[config.mk]
export PLATFORM = sky130hd
export DESIGN_NAME = sio_shift_port
export DESIGN_NICKNAME = d
export VERILOG_FILES = /design/src/rtl/sio_pkg.sv /design/src/rtl/sio_phase.sv /design/src/rtl/sio_seq.sv /design/src/rtl/sio_shift.sv /design/src/rtl/sio_shift_port.sv
export SDC_FILE = /design/constraint.sdc
export NUM_CORES = 1
export LEC_CHECK = 0
export ABC_AREA = 0
export BUFFER_PORTS_ARGS = -buffer_cell sky130_fd_sc_hd__buf_2
export CORE_MARGIN = 5
export CORE_UTILIZATION = 54
export DETAILED_ROUTE_END_ITERATION = 7
export MAX_ROUTING_LAYER = met4
export PLACE_DENSITY = 0.77
export SETUP_SLACK_MARGIN = 0.15
export SYNTH_ARGS = -nofsm -noshare
export SYNTH_HDL_FRONTEND = slang
export SYNTH_SLANG_ARGS = --single-unit
export TNS_END_PERCENT = 30
[constraint.sdc]
create_clock -name clk -period 2.2 [get_ports clk]
set_input_delay 0.11 -clock clk [delete_from_list [all_inputs] [get_ports clk]]
set_output_delay 0.11 -clock clk [all_outputs]
set_load 0.02 [all_outputs]
[src/rtl/sio_pkg.sv]
package sio_pkg;
  typedef enum logic [2:0] {
    ST_IDLE,
    ST_TX_WAIT,
    ST_TX_RUN,
    ST_RX_WAIT,
    ST_RX_RUN
  } sio_state_e;
endpackage

[src/rtl/sio_phase.sv]
module sio_phase #(
  parameter int MC_LEN    = 12,
  parameter int FALL_SLOT = 4,
  parameter int RISE_SLOT = 10
) (
  input  logic clk,
  input  logic rst,
  output logic mc_last,
  output logic fall_stb,
  output logic rise_stb
);
  localparam int PW = $clog2(MC_LEN);

  logic [PW-1:0] ph_q;

  always_ff @(posedge clk) begin
    if (rst) ph_q <= '0;
    else if (ph_q == PW'(MC_LEN-1)) ph_q <= '0;
    else ph_q <= ph_q + 1'b1;
  end

  // strobes one clock before the slot so the registered clock lands on the slot
  always_comb begin
    mc_last  = (ph_q == PW'(MC_LEN-1));
    fall_stb = (ph_q == PW'(FALL_SLOT-1));
    rise_stb = (ph_q == PW'(RISE_SLOT-1));
  end
endmodule

[src/rtl/sio_seq.sv]
module sio_seq
  import sio_pkg::*;
#(
  parameter int DW = 8
) (
  input  logic clk,
  input  logic rst,
  input  logic wr_req,
  input  logic rx_req,
  input  logic mc_last,
  input  logic fall_stb,
  input  logic rise_stb,
  output logic load_tx,
  output logic tx_first,
  output logic tx_next,
  output logic sample,
  output logic tx_fin,
  output logic rx_fin,
  output logic sclk,
  output logic oe
);
  localparam int CW = $clog2(DW);

  sio_state_e    st_q;
  logic [CW-1:0] cnt_q;
  logic          last_bit;
  logic          running;

  always_comb begin
    last_bit = (cnt_q == CW'(DW-1));
    running  = (st_q == ST_TX_RUN) || (st_q == ST_RX_RUN);
    load_tx  = (st_q == ST_IDLE) && wr_req;
    tx_first = (st_q == ST_TX_WAIT) && mc_last;
    tx_next  = (st_q == ST_TX_RUN) && mc_last && !last_bit;
    tx_fin   = (st_q == ST_TX_RUN) && mc_last && last_bit;
    rx_fin   = (st_q == ST_RX_RUN) && mc_last && last_bit;
    sample   = (st_q == ST_RX_RUN) && rise_stb;
  end

  always_ff @(posedge clk) begin
    if (rst) begin
      st_q  <= ST_IDLE;
      cnt_q <= '0;
    end else begin
      unique case (st_q)
        ST_IDLE: begin
          if (wr_req) st_q <= ST_TX_WAIT;
          else if (rx_req) st_q <= ST_RX_WAIT;
        end
        ST_TX_WAIT: if (mc_last) begin
          st_q  <= ST_TX_RUN;
          cnt_q <= '0;
        end
        ST_RX_WAIT: if (mc_last) begin
          st_q  <= ST_RX_RUN;
          cnt_q <= '0;
        end
        ST_TX_RUN, ST_RX_RUN: if (mc_last) begin
          if (last_bit) st_q <= ST_IDLE;
          else cnt_q <= cnt_q + 1'b1;
        end
        default: st_q <= ST_IDLE;
      endcase
    end
  end

  always_ff @(posedge clk) begin
    if (rst) begin
      sclk <= 1'b1;
      oe   <= 1'b0;
    end else begin
      if (running && fall_stb) sclk <= 1'b0;
      else if (rise_stb) sclk <= 1'b1;
      if (tx_first) oe <= 1'b1;
      else if (tx_fin) oe <= 1'b0;
    end
  end
endmodule

[src/rtl/sio_shift.sv]
module sio_shift #(
  parameter int DW = 8
) (
  input  logic          clk,
  input  logic          rst,
  input  logic          load_tx,
  input  logic [DW-1:0] load_data,
  input  logic          tx_first,
  input  logic          tx_next,
  input  logic          sample,
  input  logic          rx_fin,
  input  logic          din,
  output logic          dout,
  output logic [DW-1:0] rbuf
);
  logic [DW-1:0] sh_q;

  always_ff @(posedge clk) begin
    if (rst) begin
      sh_q <= '0;
      dout <= 1'b1;
      rbuf <= '0;
    end else begin
      if (load_tx) sh_q <= load_data;
      else if (tx_next) sh_q <= {1'b0, sh_q[DW-1:1]};
      else if (sample) sh_q <= {din, sh_q[DW-1:1]};

      if (tx_first) dout <= sh_q[0];
      else if (tx_next) dout <= sh_q[1];

      if (rx_fin) rbuf <= sh_q;
    end
  end
endmodule

[src/rtl/sio_shift_port.sv]
module sio_shift_port #(
  parameter int DW        = 8,
  parameter int MC_LEN    = 12,
  parameter int FALL_SLOT = 4,
  parameter int RISE_SLOT = 10
) (
  input  logic          clk,
  input  logic          rst,
  input  logic          wr_en,
  input  logic [DW-1:0] wr_data,
  output logic [DW-1:0] rd_data,
  input  logic          rx_en,
  output logic          tx_done,
  output logic          rx_done,
  input  logic          tx_done_clr,
  input  logic          rx_done_clr,
  input  logic          sd_in,
  output logic          sd_out,
  output logic          sd_oe,
  output logic          shift_clk
);
  logic mc_last, fall_stb, rise_stb;
  logic load_tx, tx_first, tx_next, sample, tx_fin, rx_fin;

  sio_phase #(.MC_LEN(MC_LEN), .FALL_SLOT(FALL_SLOT), .RISE_SLOT(RISE_SLOT)) u_phase (
    .clk(clk), .rst(rst), .mc_last(mc_last), .fall_stb(fall_stb), .rise_stb(rise_stb)
  );

  sio_seq #(.DW(DW)) u_seq (
    .clk(clk), .rst(rst), .wr_req(wr_en), .rx_req(rx_en && !rx_done),
    .mc_last(mc_last), .fall_stb(fall_stb), .rise_stb(rise_stb),
    .load_tx(load_tx), .tx_first(tx_first), .tx_next(tx_next), .sample(sample),
    .tx_fin(tx_fin), .rx_fin(rx_fin), .sclk(shift_clk), .oe(sd_oe)
  );

  sio_shift #(.DW(DW)) u_shift (
    .clk(clk), .rst(rst), .load_tx(load_tx), .load_data(wr_data),
    .tx_first(tx_first), .tx_next(tx_next), .sample(sample), .rx_fin(rx_fin),
    .din(sd_in), .dout(sd_out), .rbuf(rd_data)
  );

  // done flags: a set outranks a clear arriving in the same clock
  always_ff @(posedge clk) begin
    if (rst) begin
      tx_done <= 1'b0;
      rx_done <= 1'b0;
    end else begin
      if (tx_fin) tx_done <= 1'b1;
      else if (tx_done_clr) tx_done <= 1'b0;
      if (rx_fin) rx_done <= 1'b1;
      else if (rx_done_clr) rx_done <= 1'b0;
    end
  end
endmodule


==> results_dict.tcl <==
set metrics [dict create \
    synth.top_cell.area_share_pct 39.3 \
    cts_hold_buf 0 \
    crit_required_ns 2.45 \
    clkTransAtPathRegs_ns 0.10 \
    ys_seq_area_share_pct 39.3 \
    status "finished, final reports clean" \
    place_ws_ns 0.443 \
    critical-path-top-delay-family "simple AND/OR/NAND/NOR gates" \
    ys.flop_type "dfxtp_1" \
    clock-skew-final_ns 0.00713 \
    max-vdd-ir-drop_mv 0.717 \
    clock_sinks 31 \
    setup_viol 0 \
    io_buffers 27 \
    async_flop_share_pct 0 \
    routed_wl_um 3210 \
    cts_buffer_depth 2 \
    power_w 0.00131 \
    core_mm2 0.00278 \
    dieArea_mm2 0.00411 \
    cp_max_fo 8 \
    rows 19 \
    crit_slowest_cell "dfxtp_1" \
    setup_slack_ns 0.413 \
    grt_pass1_vias 1339 \
    grtUsageTotal_pct 18.1 \
    maxCapViolations 0 \
    max_freq_mhz 559 \
    diodes 0 \
    fillCellCount 235 \
    nets 210 \
    drt_iter0_markers 42 \
    crit_buf_inv 0 \
    dp_hpwl_um 2410 \
    cts_resized 0 \
    start_kind "flop" \
    powerDensity_mw_per_mm2 741 \
    yosysTopAreaCell "dfxtp_1" \
    synth_nets 184 \
    fin_crit_sh_pct 81.2 \
    setup-tns-final_ns 0 \
    io_pins 28 \
    rsz0062_at_grt "no" \
    die_x_um 64.1 \
    cts_root_buf "clkbuf_4" \
    synth.distinct_cells 44 \
    antenna_found_initial 0 \
    synth_edf_count 0 \
    grt_max_degree 29 \
    synth_most_common_cell "dfxtp_1" \
    avgSynthCellArea_um2 9.63 \
    routabilityCongestion 0.782 \
    cts_made_buffers 5 \
    drive_above_1_share_pct 28.4 \
    relSlewSlack_pct 62.2 \
    crit_type "reg -> reg" \
    vias 1247 \
    synth.top_cells.by_count "dfxtp_1, mux2i_1, nor2_1" \
    grt_pass1_wl_um 5790 \
    drc 0 \
    hold_viol 0 \
    hold_class "in -> reg" \
    htreeDepth 2 \
    initial_core_util_pct 56.8 \
    slowest_delay_ns 0.33 \
    tightestPinTransition_ns 0.567 \
    postSynthCellCount 164 \
    drtAntennaViolNets 0 \
    path_cells "ha_1 > ha_1 > nand4bb_1 > nor2_2 > nor3_1 > a211oi_2" \
    cp-end-kind "flop" \
    worstSkewPairLatency_ns 0.33 \
    yosysWarnings 0 \
    post-cts-setup-buffer-count 0 \
    ys_ff_latch 31 \
    dr.pass1.iters 4 \
    area_growth_pct 11.6 \
    syn_area_mm2 0.00158 \
    cp.arrival_ns 2.04 \
    avgRoutedWirePerCell_um 14.5 \
    die_h_um 64.1 \
    power_leakage_nw 0.769 \
    grt_overflow 0 \
    viasPerCell 5.64 \
    tritoncts "built" \
    synth_area_leaders "dfxtp_1, mux2i_1, a211oi_2, nor3_1, ha_1" \
    fin_crit_ns 1.79 \
    slew_violations 0 \
    crit_path_frequent_cell "ha_1" \
]
==> placed cells by master (no fill, tap or decap), types with 2 or more instances in the layout <==
cell / count
nor3_1: 14
a21oi_1: 7
a211oi_2: 7
o21ai_1: 2
xnor2_1: 2
clkbuf_4: 5
nand2_1: 10
ha_1: 5
nand2b_1: 4
and4b_1: 2
nor2_1: 16
nor3b_1: 2
mux2i_1: 18
buf_2: 27
dfxtp_1: 31
nor2b_1: 2
nand4_1: 2
inv_1: 5
nor4_1: 2
nand4bb_1: 2
buf_4: 2
==> where the power goes <==
part           switching, W  total, W  leakage, nW  internal, W
Clock              0.000186  0.000334       0.0341     0.000148
Combinational      0.000153  0.000295        0.482     0.000142
Sequential        0.0000700  0.000677        0.252     0.000607
==> registers in the layout, indices dropped and copies added, names as in the netlist <==
signal / cells
u_seq.st_q: 3
tx_done: 1
u_seq.oe: 1
u_phase.ph_q: 4
u_shift.sh_q: 8
u_shift.rbuf: 8
u_seq.cnt_q: 3
rx_done: 1
u_shift.dout: 1
u_seq.sclk: 1
==> logic make-up after synthesis <==
| kind of cell | after synthesis | synth area share, % |
|---|---|---|
| multiplexers | 18 | 11.4 |
| buffers and inverters | 16 | 5.31 |
| AND/OR/NAND/NOR | 65 | 23.5 |
| AO/OA/AOI/OAI | 27 | 15.4 |
| XOR/XNOR | 2 | 1.11 |
| flip-flops | 31 | 39.3 |
| adder cells (fa/ha/maj) | 5 | 3.96 |
==> area by class of cell <==
cell class | instances | area, um^2 | share of cell area [%]
inverters | 6 | 22.5 | 1.28
flip-flops and latches | 31 | 621 | 35.2
clock buffers | 6 | 51.3 | 2.91
repair buffers | 29 | 150 | 8.52
well taps | 31 | 38.8 | 2.20
multi-input cells | 117 | 875 | 49.6
clock inverters | 1 | 5.00 | 0.284
==> through the flow <==
| step | std cells | util, % | hold slack (ns) | instance area (um^2) |
|---|---|---|---|---|
| detailed placement | 214 | 61.4 | 0.383 | 1710 |
| floorplan | 164 | - | 0.292 | 1580 |
| global placement | 214 | 61.4 | 0.374 | 1710 |
| CTS | 221 | 63.4 | 0.0310 | 1760 |
| finish | 221 | 63.4 | 0.0350 | 1760 |
| global route | 221 | 63.4 | 0.0463 | 1760 |
==> worst register-to-register path: stages, from the launching register on <==
cell	delay (ns)
dfxtp_1	0.33
ha_1	0.20
ha_1	0.24
nand4bb_1	0.28
nor2_2	0.33
nor3_1	0.12
a211oi_2	0.21
==> layer usage <==
metal	share of wire, %	global-route usage (%)	routed length [um]	vias to the layer above
met3	3.6	4.90	117	4
met1	44	19.1	1410	577
met2	51	32.0	1640	22
li1	-	-	-	644
met5	0	-	0	-
met4	1.3	6.23	43	0
==> worst paths after layout <==
| check | start | to | slack, ns | depth (start not counted) |
|---|---|---|---|---|
| setup / recovery | u_seq.cnt_q[0] | u_shift.sh_q[3] | 0.41 | 6 |
| hold / removal | rx_done_clr | rx_done | 0.03 | 3 |
| setup reg to reg | u_seq.cnt_q[0] | u_shift.sh_q[3] | 0.41 | 6 |
| hold reg to reg | u_seq.oe | u_seq.oe | 0.47 | 2 |
Note: power is estimated with default switching activity, not from simulation.
